File: src/rtl/lfg_pkg.sv
package lfg_pkg;

    localparam logic [7:0]  SYM_COMMA = 8'hBC;
    localparam logic [7:0]  SYM_SKIP  = 8'h1C;
    localparam logic [31:0] CRC_POLY  = 32'hEDB88320;
    localparam logic [31:0] CRC_INIT  = 32'hFFFFFFFF;

    typedef enum logic [1:0] {
        PH_ALIGN,
        PH_COMMA,
        PH_DATA,
        PH_CHECK
    } phase_e;

    typedef struct packed {
        logic [7:0] data;
        logic       is_k;
        logic       raw;
        logic       start;
    } tx_word_t;

    function automatic logic [7:0] prbs7_byte(input logic [6:0] s);
        logic [6:0] t;
        logic [7:0] r;
        logic       n;
        t = s;
        r = '0;
        for (int i = 7; i >= 0; i--) begin
            n    = t[6] ^ t[5];
            r[i] = n;
            t    = {t[5:0], n};
        end
        return r;
    endfunction

    function automatic logic [6:0] prbs7_next(input logic [6:0] s);
        logic [6:0] t;
        t = s;
        for (int i = 0; i < 8; i++) begin
            t = {t[5:0], t[6] ^ t[5]};
        end
        return t;
    endfunction

    function automatic logic [31:0] crc32_byte(input logic [31:0] c, input logic [7:0] d);
        logic [31:0] r;
        r = c ^ {24'h0, d};
        for (int i = 0; i < 8; i++) begin
            r = r[0] ? ((r >> 1) ^ CRC_POLY) : (r >> 1);
        end
        return r;
    endfunction

endpackage

File: src/rtl/lfg_seq.sv
module lfg_seq
    import lfg_pkg::*;
#(
    parameter int CC_PAIRS    = 2,
    parameter int PAYLOAD_LEN = 1024,
    parameter int CW          = 11
) (
    input  logic          clk,
    input  logic          rst,
    output phase_e        phase,
    output logic [CW-1:0] idx
);
    localparam logic [CW-1:0] LAST_ALIGN = CW'(2 * CC_PAIRS - 1);
    localparam logic [CW-1:0] LAST_DATA  = CW'(PAYLOAD_LEN - 1);
    localparam logic [CW-1:0] LAST_CHECK = CW'(3);

    always_ff @(posedge clk) begin
        if (rst) begin
            phase <= PH_ALIGN;
            idx   <= '0;
        end else begin
            unique case (phase)
                PH_ALIGN: begin
                    if (idx == LAST_ALIGN) begin
                        phase <= PH_COMMA;
                        idx   <= '0;
                    end else begin
                        idx <= idx + 1'b1;
                    end
                end
                PH_COMMA: begin
                    phase <= PH_DATA;
                    idx   <= '0;
                end
                PH_DATA: begin
                    if (idx == LAST_DATA) begin
                        phase <= PH_CHECK;
                        idx   <= '0;
                    end else begin
                        idx <= idx + 1'b1;
                    end
                end
                default: begin
                    if (idx == LAST_CHECK) begin
                        phase <= PH_ALIGN;
                        idx   <= '0;
                    end else begin
                        idx <= idx + 1'b1;
                    end
                end
            endcase
        end
    end
endmodule

File: src/rtl/lfg_prbs.sv
module lfg_prbs
    import lfg_pkg::*;
#(
    parameter logic [6:0] SEED = 7'h7F
) (
    input  logic       clk,
    input  logic       rst,
    input  logic       adv,
    output logic [7:0] byte_o,
    output logic [6:0] state_o
);
    logic [6:0] st_q;

    always_ff @(posedge clk) begin
        if (rst)
            st_q <= SEED;
        else if (adv)
            st_q <= prbs7_next(st_q);
    end

    assign byte_o  = prbs7_byte(st_q);
    assign state_o = st_q;
endmodule

File: src/rtl/lfg_crc.sv
module lfg_crc
    import lfg_pkg::*;
(
    input  logic        clk,
    input  logic        rst,
    input  logic        clear,
    input  logic        en,
    input  logic [7:0]  data,
    output logic [31:0] crc_o
);
    logic [31:0] crc_q;

    always_ff @(posedge clk) begin
        if (rst || clear)
            crc_q <= CRC_INIT;
        else if (en)
            crc_q <= crc32_byte(crc_q, data);
    end

    assign crc_o = crc_q;
endmodule

File: src/rtl/lfg_frame_gen.sv
module lfg_frame_gen
    import lfg_pkg::*;
#(
    parameter int         CC_PAIRS    = 2,
    parameter int         PAYLOAD_LEN = 1024,
    parameter logic [6:0] SEED        = 7'h7F
) (
    input  logic       clk,
    input  logic       rst,
    input  logic       crc_bad_req,
    input  logic       raw_req,
    output logic [7:0] tx_byte,
    output logic       tx_is_k,
    output logic       tx_raw,
    output logic       frame_start
);
    localparam int FRAME_LEN = 2 * CC_PAIRS + 1 + PAYLOAD_LEN + 4;
    localparam int CW        = $clog2(FRAME_LEN);

    phase_e        phase;
    logic [CW-1:0] idx;
    logic [7:0]    prbs_byte;
    logic [6:0]    prbs_state;
    logic [31:0]   crc_run;
    logic          first;
    logic          bad_pend_q;
    logic          bad_frame_q;
    logic          raw_frame_q;
    logic [31:0]   crc_send;
    tx_word_t      word_d;
    tx_word_t      word_q;

    lfg_seq #(.CC_PAIRS(CC_PAIRS), .PAYLOAD_LEN(PAYLOAD_LEN), .CW(CW)) u_seq (
        .clk(clk), .rst(rst), .phase(phase), .idx(idx)
    );

    lfg_prbs #(.SEED(SEED)) u_prbs (
        .clk(clk), .rst(rst), .adv(phase == PH_DATA),
        .byte_o(prbs_byte), .state_o(prbs_state)
    );

    lfg_crc u_crc (
        .clk(clk), .rst(rst), .clear(first), .en(phase == PH_DATA),
        .data(prbs_byte), .crc_o(crc_run)
    );

    assign first    = (phase == PH_ALIGN) && (idx == '0);
    assign crc_send = bad_frame_q ? crc_run : ~crc_run;

    always_ff @(posedge clk) begin
        if (rst) begin
            bad_pend_q  <= 1'b0;
            bad_frame_q <= 1'b0;
            raw_frame_q <= 1'b0;
        end else if (first) begin
            bad_frame_q <= bad_pend_q | crc_bad_req;
            bad_pend_q  <= 1'b0;
            raw_frame_q <= raw_req;
        end else begin
            bad_pend_q <= bad_pend_q | crc_bad_req;
        end
    end

    always_comb begin
        word_d.start = first;
        word_d.raw   = first ? raw_req : raw_frame_q;
        word_d.is_k  = 1'b0;
        word_d.data  = '0;
        unique case (phase)
            PH_ALIGN: begin
                word_d.is_k = 1'b1;
                word_d.data = idx[0] ? SYM_SKIP : SYM_COMMA;
            end
            PH_COMMA: begin
                word_d.is_k = 1'b1;
                word_d.data = SYM_COMMA;
            end
            PH_DATA: begin
                word_d.data = prbs_byte;
            end
            default: begin
                word_d.data = crc_send[8*idx[1:0] +: 8];
            end
        endcase
    end

    always_ff @(posedge clk) begin
        if (rst)
            word_q <= '0;
        else
            word_q <= word_d;
    end

    assign tx_byte     = word_q.data;
    assign tx_is_k     = word_q.is_k;
    assign tx_raw      = word_q.raw;
    assign frame_start = word_q.start;
endmodule

File: config.mk
export PLATFORM = sky130hd
export DESIGN_NAME = lfg_frame_gen
export DESIGN_NICKNAME = d
export VERILOG_FILES = /design/src/rtl/lfg_pkg.sv /design/src/rtl/lfg_seq.sv /design/src/rtl/lfg_prbs.sv /design/src/rtl/lfg_crc.sv /design/src/rtl/lfg_frame_gen.sv
export SDC_FILE = /design/constraint.sdc
export NUM_CORES = 1
export LEC_CHECK = 0
export BUFFER_PORTS_ARGS = -buffer_cell sky130_fd_sc_hd__buf_4
export CAP_MARGIN = 25
export CORE_UTILIZATION = 49
export CTS_CLUSTER_SIZE = 24
export DETAILED_ROUTE_END_ITERATION = 10
export GPL_TIMING_DRIVEN = 0
export MAX_ROUTING_LAYER = met4
export PLACE_DENSITY = 0.7
export REMOVE_ABC_BUFFERS = 1
export SLEW_MARGIN = 25
export SYNTH_ARGS = -nofsm -noshare
export SYNTH_HDL_FRONTEND = slang
export SYNTH_SLANG_ARGS = --single-unit
export TNS_END_PERCENT = 50
File: constraint.sdc
create_clock -name clk -period 2.51 [get_ports clk]
set_input_delay 0.6275 -clock clk [delete_from_list [all_inputs] [get_ports clk]]
set_output_delay 0.6275 -clock clk [all_outputs]
set_load 0.05 [all_outputs]
# --- After elaboration in Yosys (flattened, before gate mapping) ---
# Index checks and enable logic that the tools add are counted.
totals:
  in_bits: 4
  elab_cells: 65
  reg_bits: 65
classes:
  reduce_logical: 8
  muxes: 20
  shifts: 1
  bitwise: 19
  add_sub_neg: 1
  eq_ne: 6
op_table:
  columns: ["cell", "n"]
  rows:
  - ["2-to-1 mux 32 bit", 9]
  - ["NOT 13 -> 14 bit", 8]
  - ["NOT 32 bit", 1]
  - ["variable part select 32 x 6 -> 8 bit", 1]
  - ["bitwise XOR 32 x 8 -> 32 bit", 1]
  - ["one-hot mux 8 bit (3 select lines)", 1]
  - ["2-to-1 mux 11 bit", 2]
  - ["one-hot mux 11 bit (2 select lines)", 1]
  - ["adder 11 x 1 -> 11 bit (second input constant)", 1]
  - ["equality test 11 x 10 -> 1 bit (second input constant)", 1]
  - ["equality test 11 x 2 -> 1 bit (second input constant)", 1]
  - ["logical NOT 11 bit", 1]
  - ["2-to-1 mux 8 bit", 1]
  - ["bitwise XOR 1 bit", 8]
  - ["2-to-1 mux 2 bit", 3]
  - ["one-hot mux 2 bit (3 select lines)", 1]
  - ["OR reduction 2 bit", 2]
  - ["AND reduction 3 bit", 1]
  - ["nonzero test 3 bit", 1]
  - ["equality test 2 x 1 -> 1 bit (second input constant)", 1]
  - ["equality test 2 bit (second input constant)", 1]
  - ["logical NOT 2 bit", 1]
  - ["2-to-1 mux 1 bit", 2]
  - ["inequality test 2 x 1 -> 1 bit (second input constant)", 1]
  - ["4 further kinds", 4]

# --- Logic depth before layout (Yosys ltp) ---
# Gate-level depths: netlist of run 1.
depth:
  word_depth: 19
  depth_mapped: 8

# --- Modules after synthesis ---
# A second synthesis of run 1 with hierarchy kept.
unflattened:
  hier_cells: 366
  area_unflattened_um2: 3607.2
by_module_without_submodules:
  columns: ["module", "n_inst", "seq_area_each_um2", "cells_each", "area_each_um2"]
  rows:
  - ["lfg_crc", 1, 640.6, 196, 1860.5]
  - ["lfg_frame_gen", 1, 260.2, 69, 767.0]
  - ["lfg_seq", 1, 260.2, 71, 644.4]
  - ["lfg_prbs", 1, 140.1, 30, 335.3]

# --- Worst setup path before layout of run 1 ---
# Ideal clock, no wire load.
synth_timing:
  path_kind: "reg-to-reg"
  start: "reg u_seq.idx[1]"
  end: "reg u_crc.crc_q[22], in the netlist u_crc.crc_o[22]"
  setup_ps: 141
  setup_slack_ps: 431
  stages_incl_launch_ff: 8
  period_less_slack_ps: 2079
  t_arrival_ps: 1938
  cell_sequence: "dfxtp_1 clkbuf_1 inv_1 ha_1 and3b_1 a31oi_1 clkbuf_1 o211ai_1"
synth_between:
  elab_chain_cells: 3
synth_lines:
  columns: ["item", "line_no", "rtl"]
  rows:
  - ["start: declaration", "lfg_seq.sv:11", "output logic [CW-1:0] idx"]
  - ["start signal: assignment", "lfg_seq.sv:28", "idx <= idx + 1'b1;"]
  - ["start signal: assignment", "lfg_seq.sv:40", "idx <= idx + 1'b1;"]
  - ["start signal: assignment", "lfg_seq.sv:48", "idx <= idx + 1'b1;"]
  - ["logical NOT 11 bit", "lfg_frame_gen.sv:47", "assign first = (phase == PH_ALIGN) && (idx == '0);"]
  - ["logical AND 1 bit", "lfg_frame_gen.sv:47", null]
  - ["logical OR 1 bit", "lfg_crc.sv:14", "if (rst || clear)"]
  - ["end signal: assignment", "lfg_crc.sv:17", "crc_q <= crc32_byte(crc_q, data);"]
  - ["end: declaration", "lfg_crc.sv:11", "logic [31:0] crc_q;"]
# No other way between the ends.
# A chain may end at the register's enable or synchronous reset.

# --- Worst setup path after layout of run 1 ---
layout_timing:
  start: "reg u_prbs.st_q[1], in the netlist u_prbs.state_o[1]"
  end: "reg u_crc.crc_q[23], in the netlist u_crc.crc_o[23]"
layout_between:
  elab_chain_cells: 13
layout_lines:
  columns: ["item", "line_no", "rtl"]
  rows:
  - ["start: declaration", "lfg_prbs.sv:12", "logic [6:0] st_q;"]
  - ["start signal: assignment", "lfg_prbs.sv:18", "st_q <= prbs7_next(st_q);"]
  - ["bitwise XOR 1 bit *", "lfg_pkg.sv:29", "n = t[6] ^ t[5];"]
  - ["bitwise XOR 32 x 8 -> 32 bit *", "lfg_pkg.sv:47", "r = c ^ {24'h0, d};"]
  - ["2-to-1 mux 32 bit * (4 in a row)", "lfg_pkg.sv:49", "r = r[0] ? ((r >> 1) ^ CRC_POLY) : (r >> 1);"]
  - ["NOT 13 -> 14 bit (no source line)", null, null]
  - ["2-to-1 mux 32 bit * (2 in a row)", "lfg_pkg.sv:49", null]
  - ["NOT 13 -> 14 bit (no source line)", null, null]
  - ["2-to-1 mux 32 bit *", "lfg_pkg.sv:49", null]
  - ["NOT 13 -> 14 bit (no source line)", null, null]
  - ["2-to-1 mux 32 bit *", "lfg_pkg.sv:49", null]
# Mark *: on every way between the ends. The rest lies on a longest branch, timed or not.

==> flow_summary.yaml, run 1 <==
hold_path:
  worst_hold_path_type: "reg2reg"
  worst_hold_path.endpoint: "bad_pend_q"
  hp-start: "bad_pend_q"
  whs_path_depth: 2
route:
  post_drt_via_cell_ratio: 5.288
  ant_nets: 0
  routed-via-count: 2607
  drt_pass1_iterations: 4
  routed_wl_mm: 7.542
  drt-wirelength-per-cell_um: 15.30
  drc_errors: 0
  drt_iter0_drc: 140
critical_path:
  path_buf_inv: 0
  crit_family: "XOR/XNOR gates"
  cp_slowest_cell: "sky130_fd_sc_hd__xnor3_2"
  worst-setup-path-type: "reg2reg"
  cp_data_required_time_ns: 2.72
  setup.reg_to_reg.worst_slack_ns: 0.14
  start_kind: "register"
  critical_path.endpoint_type: "register"
  endpoint_of_the_most_critical_register_to_register_path: "u_crc.crc_o[23]"
  crit_arrival_ns: 2.58
  cpPeakStageDelay_ns: 0.60
  critical_path.cell_chain: "xnor3_2, xor2_2, xnor3_1, xnor2_1, o211ai_1"
  crit_fanout: 6
  reg2regPathDepth: 5
  worstReg2RegStart: "u_prbs.state_o[1]"
synthesis:
  ys.warnings.count: 0
  postSynth.asyncResetShare_pct: 0
  synthTopCellsByArea: "sky130_fd_sc_hd__dfxtp_1 (34%), sky130_fd_sc_hd__xnor2_1 (12%), sky130_fd_sc_hd__xor2_1 (7.6%)"
  ys_types: 46
  synth.yosys.seq_area_share_pct: 34.39
  synth_top_cell_by_area: "sky130_fd_sc_hd__dfxtp_1"
  syn_area_per_cell_um2: 9.702
  synthCells: 390
  number_of_flops_mapped_to_enable_cells_by_yosys: 0
  syn_area_um2: 3784
  synth_flop_cell: "sky130_fd_sc_hd__dfxtp_1"
  postSynthRegisterBits: 65
  netlist.area_leader.share_pct: 34.39
layout:
  antennaDiodeCount: 0
  final_design_area_no_fill_um2: 4086
  layout-drive-gt1-share_pct: 13.45
  synth_to_final_area_change_pct: 8.003
  fillers: 645
  final_cell_mix: "sky130_fd_sc_hd__dfxtp_1 (63), sky130_fd_sc_hd__nor2_1 (54), sky130_fd_sc_hd__xnor2_1 (51)"
  num-nets-final: 399
  mostFrequentLayoutCell: "sky130_fd_sc_hd__dfxtp_1"
clocking:
  clock_tree.root_cell: "sky130_fd_sc_hd__clkbuf_8"
  clock-sinks: 65
  clkLatencyLatePin_ns: 0.34
  clk_buf_depth: 2
  cts_inserted_buffers: 9
  worst_setup_hold_path_clk_slew_ns: 0.07
  tritoncts: "done"
  h-tree-depth: 3
sta:
  worst_pin_slew_ns: 1.010
  rsz0062_at_grt: "false"
  finalHoldViolCount: 0
  slew_viol_final: 0
  fmaxAchievable_mhz: 422.7
  fin_hold_ws_ns: 0.4757
  setup_viol: 0
  slew_headroom_pct: 32.22
  period_needed_ns: 2.366
  timing.clock.skew_ns: 0.009075
  finalCritPeriodShare_pct: 94.26
pwr:
  combPwrFrac_pct: 22.1
  power.share.sequential_pct: 47.5
  netSwitchingPower_uw: 818.7
  clock_power_share_pct: 30.3
  leakage_uw: 0.001691
  sw_share_pct: 32.83
  internal_power_uw: 1675
  ir_drop_uv: 314.9
  power_per_cell_area_nw_per_um2: 610.2
global_routing:
  grt_pass1_wl_mm: 12.79
  grt_start_max_net_pins: 45
  grt_pass1_vias: 2496
  antenna_found_initial: 0
  gr-total-overflow: 0
  grtUsageTotal_pct: 20.89
floorplanning:
  vertical_die_dimension_um: 89.88
  floorplan.die_area_um2: 8078
  core_region_area_um2: 7370
  initial_utilization_pct: 51.34
  die_x_um: 89.88
  top_level_ports: 15
  placement_rows: 31
outcome:
  status: "finished, final reports clean"
place:
  routabilityCongestion: 0.7930
  post_dp_cell_area_um2: 3920
  io_buffer_count: 14
  dp_hpwl_mm: 5.141
flow_run:
  max_cap_viol_count: 0
[worst min-delay path, stage by stage, from the launching register on]
cell and delay [ns]:
sky130_fd_sc_hd__dfxtp_1 0.31, sky130_fd_sc_hd__nor2_1 0.06, sky130_fd_sc_hd__nor2_1 0.08
[final cells by class]
class	count	area (um^2)	share of cell area [%]
multi-input cells	291	2347	57.44
repair buffers	15	120.1	2.939
flip-flops and latches	65	1304	31.90
clock inverters	6	35.03	0.8573
clock buffers	10	127.6	3.123
well taps	99	123.9	3.031
inverters	7	28.78	0.7042
[worst max-delay path by stage]
stage,startpoint,endpoint,cells past startpoint
global route,u_prbs.state_o[1],u_crc.crc_o[23],5
CTS,u_seq.idx[0],u_crc.crc_o[4],7
global placement,u_seq.idx[0],u_crc.crc_o[4],6
detailed placement,u_seq.idx[1],u_seq.phase[0],6
floorplan,u_seq.idx[1],u_crc.crc_o[4],6
finish,u_prbs.state_o[1],u_crc.crc_o[23],5
[Yosys cell counts, drive strengths merged, types with 2 or more instances]
| cell type | n |
|---|---|
| a21oi | 6 |
| a221oi | 5 |
| buf | 9 |
| clkbuf | 18 |
| dfxtp | 65 |
| ha | 6 |
| inv | 6 |
| mux2i | 4 |
| mux4 | 8 |
| nand2 | 40 |
| nand2b | 2 |
| nand3 | 7 |
| nand3b | 4 |
| nand4 | 2 |
| nor2 | 54 |
| nor3 | 2 |
| nor4 | 2 |
| o211ai | 12 |
| o21ai | 18 |
| xnor2 | 53 |
| xnor3 | 13 |
| xor2 | 37 |
| xor3 | 2 |
[stage by stage]
| step | total power, uW | utilization (%) | instances | setup WS (ns) | TNS, ns |
|---|---|---|---|---|---|
| floorplan | 1587 | - | 363 | -0.2043 | -2.974 |
| global placement | 1729 | 52.73 | 476 | -1.370 | -49.51 |
| detailed placement | 1760 | 53.19 | 477 | 0.02110 | 0 |
| CTS | 2514 | 55.42 | 493 | 0.05533 | 0 |
| global route | 2629 | 55.45 | 493 | 0.02388 | 0 |
| finish | 2494 | 55.45 | 493 | 0.1440 | 0 |
[metal layers]
metal  part of all wire [%]  global-route usage [%]  up-vias  wire, um
met2                     46                   32.56       38      3498
met5                      0                       -        -         0
met1                     48                   26.85     1260      3613
li1                       -                       -     1297         -
met3                    4.0                   5.161       12       298
met4                    1.7                   6.586        0       131
[power by group through the flow]
stage / clock network (uW) / registers, uW / logic (uW)
floorplan: 0 / 1270 / 319
global placement: 0 / 1200 / 525
detailed placement: 0 / 1210 / 554
CTS: 774 / 1180 / 556
global route: 834 / 1190 / 601
finish: 756 / 1180 / 552
[repair_timing]
item	in CTS	in global routing
gates resized for setup	1	2
setup buffers	0	0
hold buffers	0	0
endpoints found under the setup margin	1	34
[sequential cells by signal (all words and copies together) (netlist names)]
| register | cells |
|---|---|
| tx_byte | 8 |
| u_seq.idx | 11 |
| u_seq.phase | 2 |
| tx_is_k | 1 |
| frame_start | 1 |
| bad_pend_q | 1 |
| u_prbs.state_o | 7 |
| tx_raw | 1 |
| bad_frame_q | 1 |
| u_crc.crc_o | 32 |
[cell families (layout without fill, tap and decap cells)]
logic type / count (synthesis) / after routing / share of synthesized area, %
flip-flops: 65 / 65 / 34.39
AND/OR/NAND/NOR: 119 / 119 / 13.53
XOR/XNOR: 105 / 105 / 31.71
buffers and inverters: 34 / 38 / 4.034
adder cells (fa/ha/maj): 6 / 6 / 1.984
AO/OA/AOI/OAI: 48 / 48 / 8.235
multiplexers: 13 / 13 / 6.118
No activity file was read; power rests on OpenSTA's default activity.
==> run 2: changes to the inputs <==
GPL_TIMING_DRIVEN = default   (was 0)
==> run 2 against run 1 <==
Clock power is 32% higher. Non-clock buffer count grew 6. Fmax is 6.1% higher. Die area is the same. Flip-flop and latch count is the same. Total power grew 10%. Clock-buffer cell count decreased by 1. Critical path depth unchanged. Cell count rose by 1.2%. Clock skew fell by 0.00053 ns. Core utilization increased by 1.2 points. Sequential share of layout area down 0.75 points. Critical path type unchanged.
==> flow_summary.yaml, run 2 (synthesized netlist as in run 1, its figures left out) <==
sta:
  finalHoldViolCount: 0
  finalCritPeriodShare_pct: 88.82
  timing.clock.skew_ns: 0.008549
  period_needed_ns: 2.229
  setup_viol: 0
  rsz0062_at_grt: "false"
  fin_hold_ws_ns: 0.4559
  slew_headroom_pct: 39.51
  fmaxAchievable_mhz: 448.5
  slew_viol_final: 0
  setup-tns-final_ns: 0
  worst_pin_slew_ns: 0.9009
critical_path:
  critical_path.endpoint_type: "register"
  crit_family: "XOR/XNOR gates"
  critical_path.startpoint: "u_prbs.state_o[1]"
  crit_arrival_ns: 2.44
  start_kind: "register"
  path_buf_inv: 0
  worst-setup-path-type: "reg2reg"
  cp_slowest_cell: "sky130_fd_sc_hd__xnor3_2"
  cp_data_required_time_ns: 2.72
  critical_path.cell_chain: "xnor3_2, xor2_2, xnor3_1, xnor2_1, o211ai_1"
  crit_fanout: 6
  cpPeakStageDelay_ns: 0.55
  worstReg2RegStart: "u_prbs.state_o[1]"
clocking:
  clock-sinks: 65
  post_cts.repair.setup_buffers: 0
  tritoncts: "done"
  cts_inserted_buffers: 9
  worst_setup_hold_path_clk_slew_ns: 0.08
  cts-resized-gates: 0
  cts_hold_repair.buffers: 0
  clock_tree.root_cell: "sky130_fd_sc_hd__clkbuf_8"
  clkLatencyLatePin_ns: 0.35
  h-tree-depth: 3
  clk_buf_depth: 2
layout:
  antennaDiodeCount: 0
  mostFrequentLayoutCell: "sky130_fd_sc_hd__dfxtp_1"
  synth_to_final_area_change_pct: 10.38
  num-nets-final: 405
  final_core_utilization_pct: 56.67
  final_cell_mix: "sky130_fd_sc_hd__dfxtp_1 (65), sky130_fd_sc_hd__nor2_1 (54), sky130_fd_sc_hd__xnor2_1 (51)"
  final_cell_count_no_fill: 499
  largest_register_ffs: 32
  layout-drive-gt1-share_pct: 14.00
outcome:
  status: "finished, final reports clean"
route:
  highest_layer: "met4"
  dr_wl_met2_mm: 3.599
  route.met3.wl_um: 404
  ant_nets: 0
  post_drt_via_cell_ratio: 5.319
  drt_iter0_drc: 151
  routed-via-count: 2654
  drc_errors: 0
  drt-wirelength-per-cell_um: 15.73
  routed_wl_mm: 7.848
  drt_pass1_iterations: 4
  met1_length_mm: 3.689
pwr:
  leakage_uw: 0.001746
  report.power.total_uw: 2752
  power_per_cell_area_nw_per_um2: 659.0
  ir_drop_uv: 236.4
floorplanning:
  top_level_ports: 15
  die_x_um: 89.88
  placement_rows: 31
  core_region_area_um2: 7370
  floorplan.die_area_um2: 8078
  vertical_die_dimension_um: 89.88
  initial_utilization_pct: 51.34
global_routing:
  grt_start_max_net_pins: 45
  grt_pass1_vias: 2623
  gr-total-overflow: 0
  grtUsageTotal_pct: 22.16
  antenna_found_initial: 0
  grt_pass1_wl_mm: 13.47
place:
  io_buffer_count: 14
  routabilityCongestion: 0.8587
  dp.cells: 483
  dp_hpwl_mm: 5.458
flow_run:
  max_cap_viol_count: 0
hold_path:
  hp-start: "bad_pend_q"
  worst_hold_path_type: "reg2reg"
## run 2: layout make-up
| type | instances | area [um^2] |
|---|---|---|
| Clock buffer | 9 | 123.9 |
| Clock inverter | 7 | 95.09 |
| Fill cell | 648 | 3193 |
| Inverter | 7 | 26.28 |
| Multi-Input combinational cell | 291 | 2336 |
| Sequential cell | 65 | 1301 |
| Tap cell | 99 | 123.9 |
| Timing Repair Buffer | 21 | 170.2 |
## run 2: worst reg2reg max path, stage by stage, from the launching register on
cell and delay [ns]:
sky130_fd_sc_hd__dfxtp_1 0.47, sky130_fd_sc_hd__xnor3_2 0.55, sky130_fd_sc_hd__xor2_2 0.31, sky130_fd_sc_hd__xnor3_1 0.51
sky130_fd_sc_hd__xnor2_1 0.16, sky130_fd_sc_hd__o211ai_1 0.10
## run 2: power by group
part / internal, uW / switching [uW]
combinational: 252 / 368
clock: 559 / 436
sequential: 1080 / 53.5
total: 1890 / 857
## run 2: path summary, 6_finish.rpt
check,cells past startpoint,slack [ns],to
worst max-delay path,5,0.28,u_crc.crc_o[23]
worst min-delay path,2,0.46,bad_pend_q
worst max register to register,5,0.28,u_crc.crc_o[23]
worst min register to register,2,0.46,bad_pend_q
## run 2: metal layers
metal	up-vias	global-route usage, %
li1	1311	-
met5	-	-
met1	1262	28.93
met3	11	4.569
met2	70	33.78
met4	0	8.871
## run 2: per-stage QoR
| step | cell area, um^2 | setup slack (ns) |
|---|---|---|
| after detailed placement | 3958 | 0.3248 |
| after global placement | 3958 | 0.3712 |
| after CTS | 4177 | 0.2827 |
| after global routing | 4177 | 0.1841 |
| after floorplan | 3657 | -0.2043 |
| final | 4177 | 0.2806 |
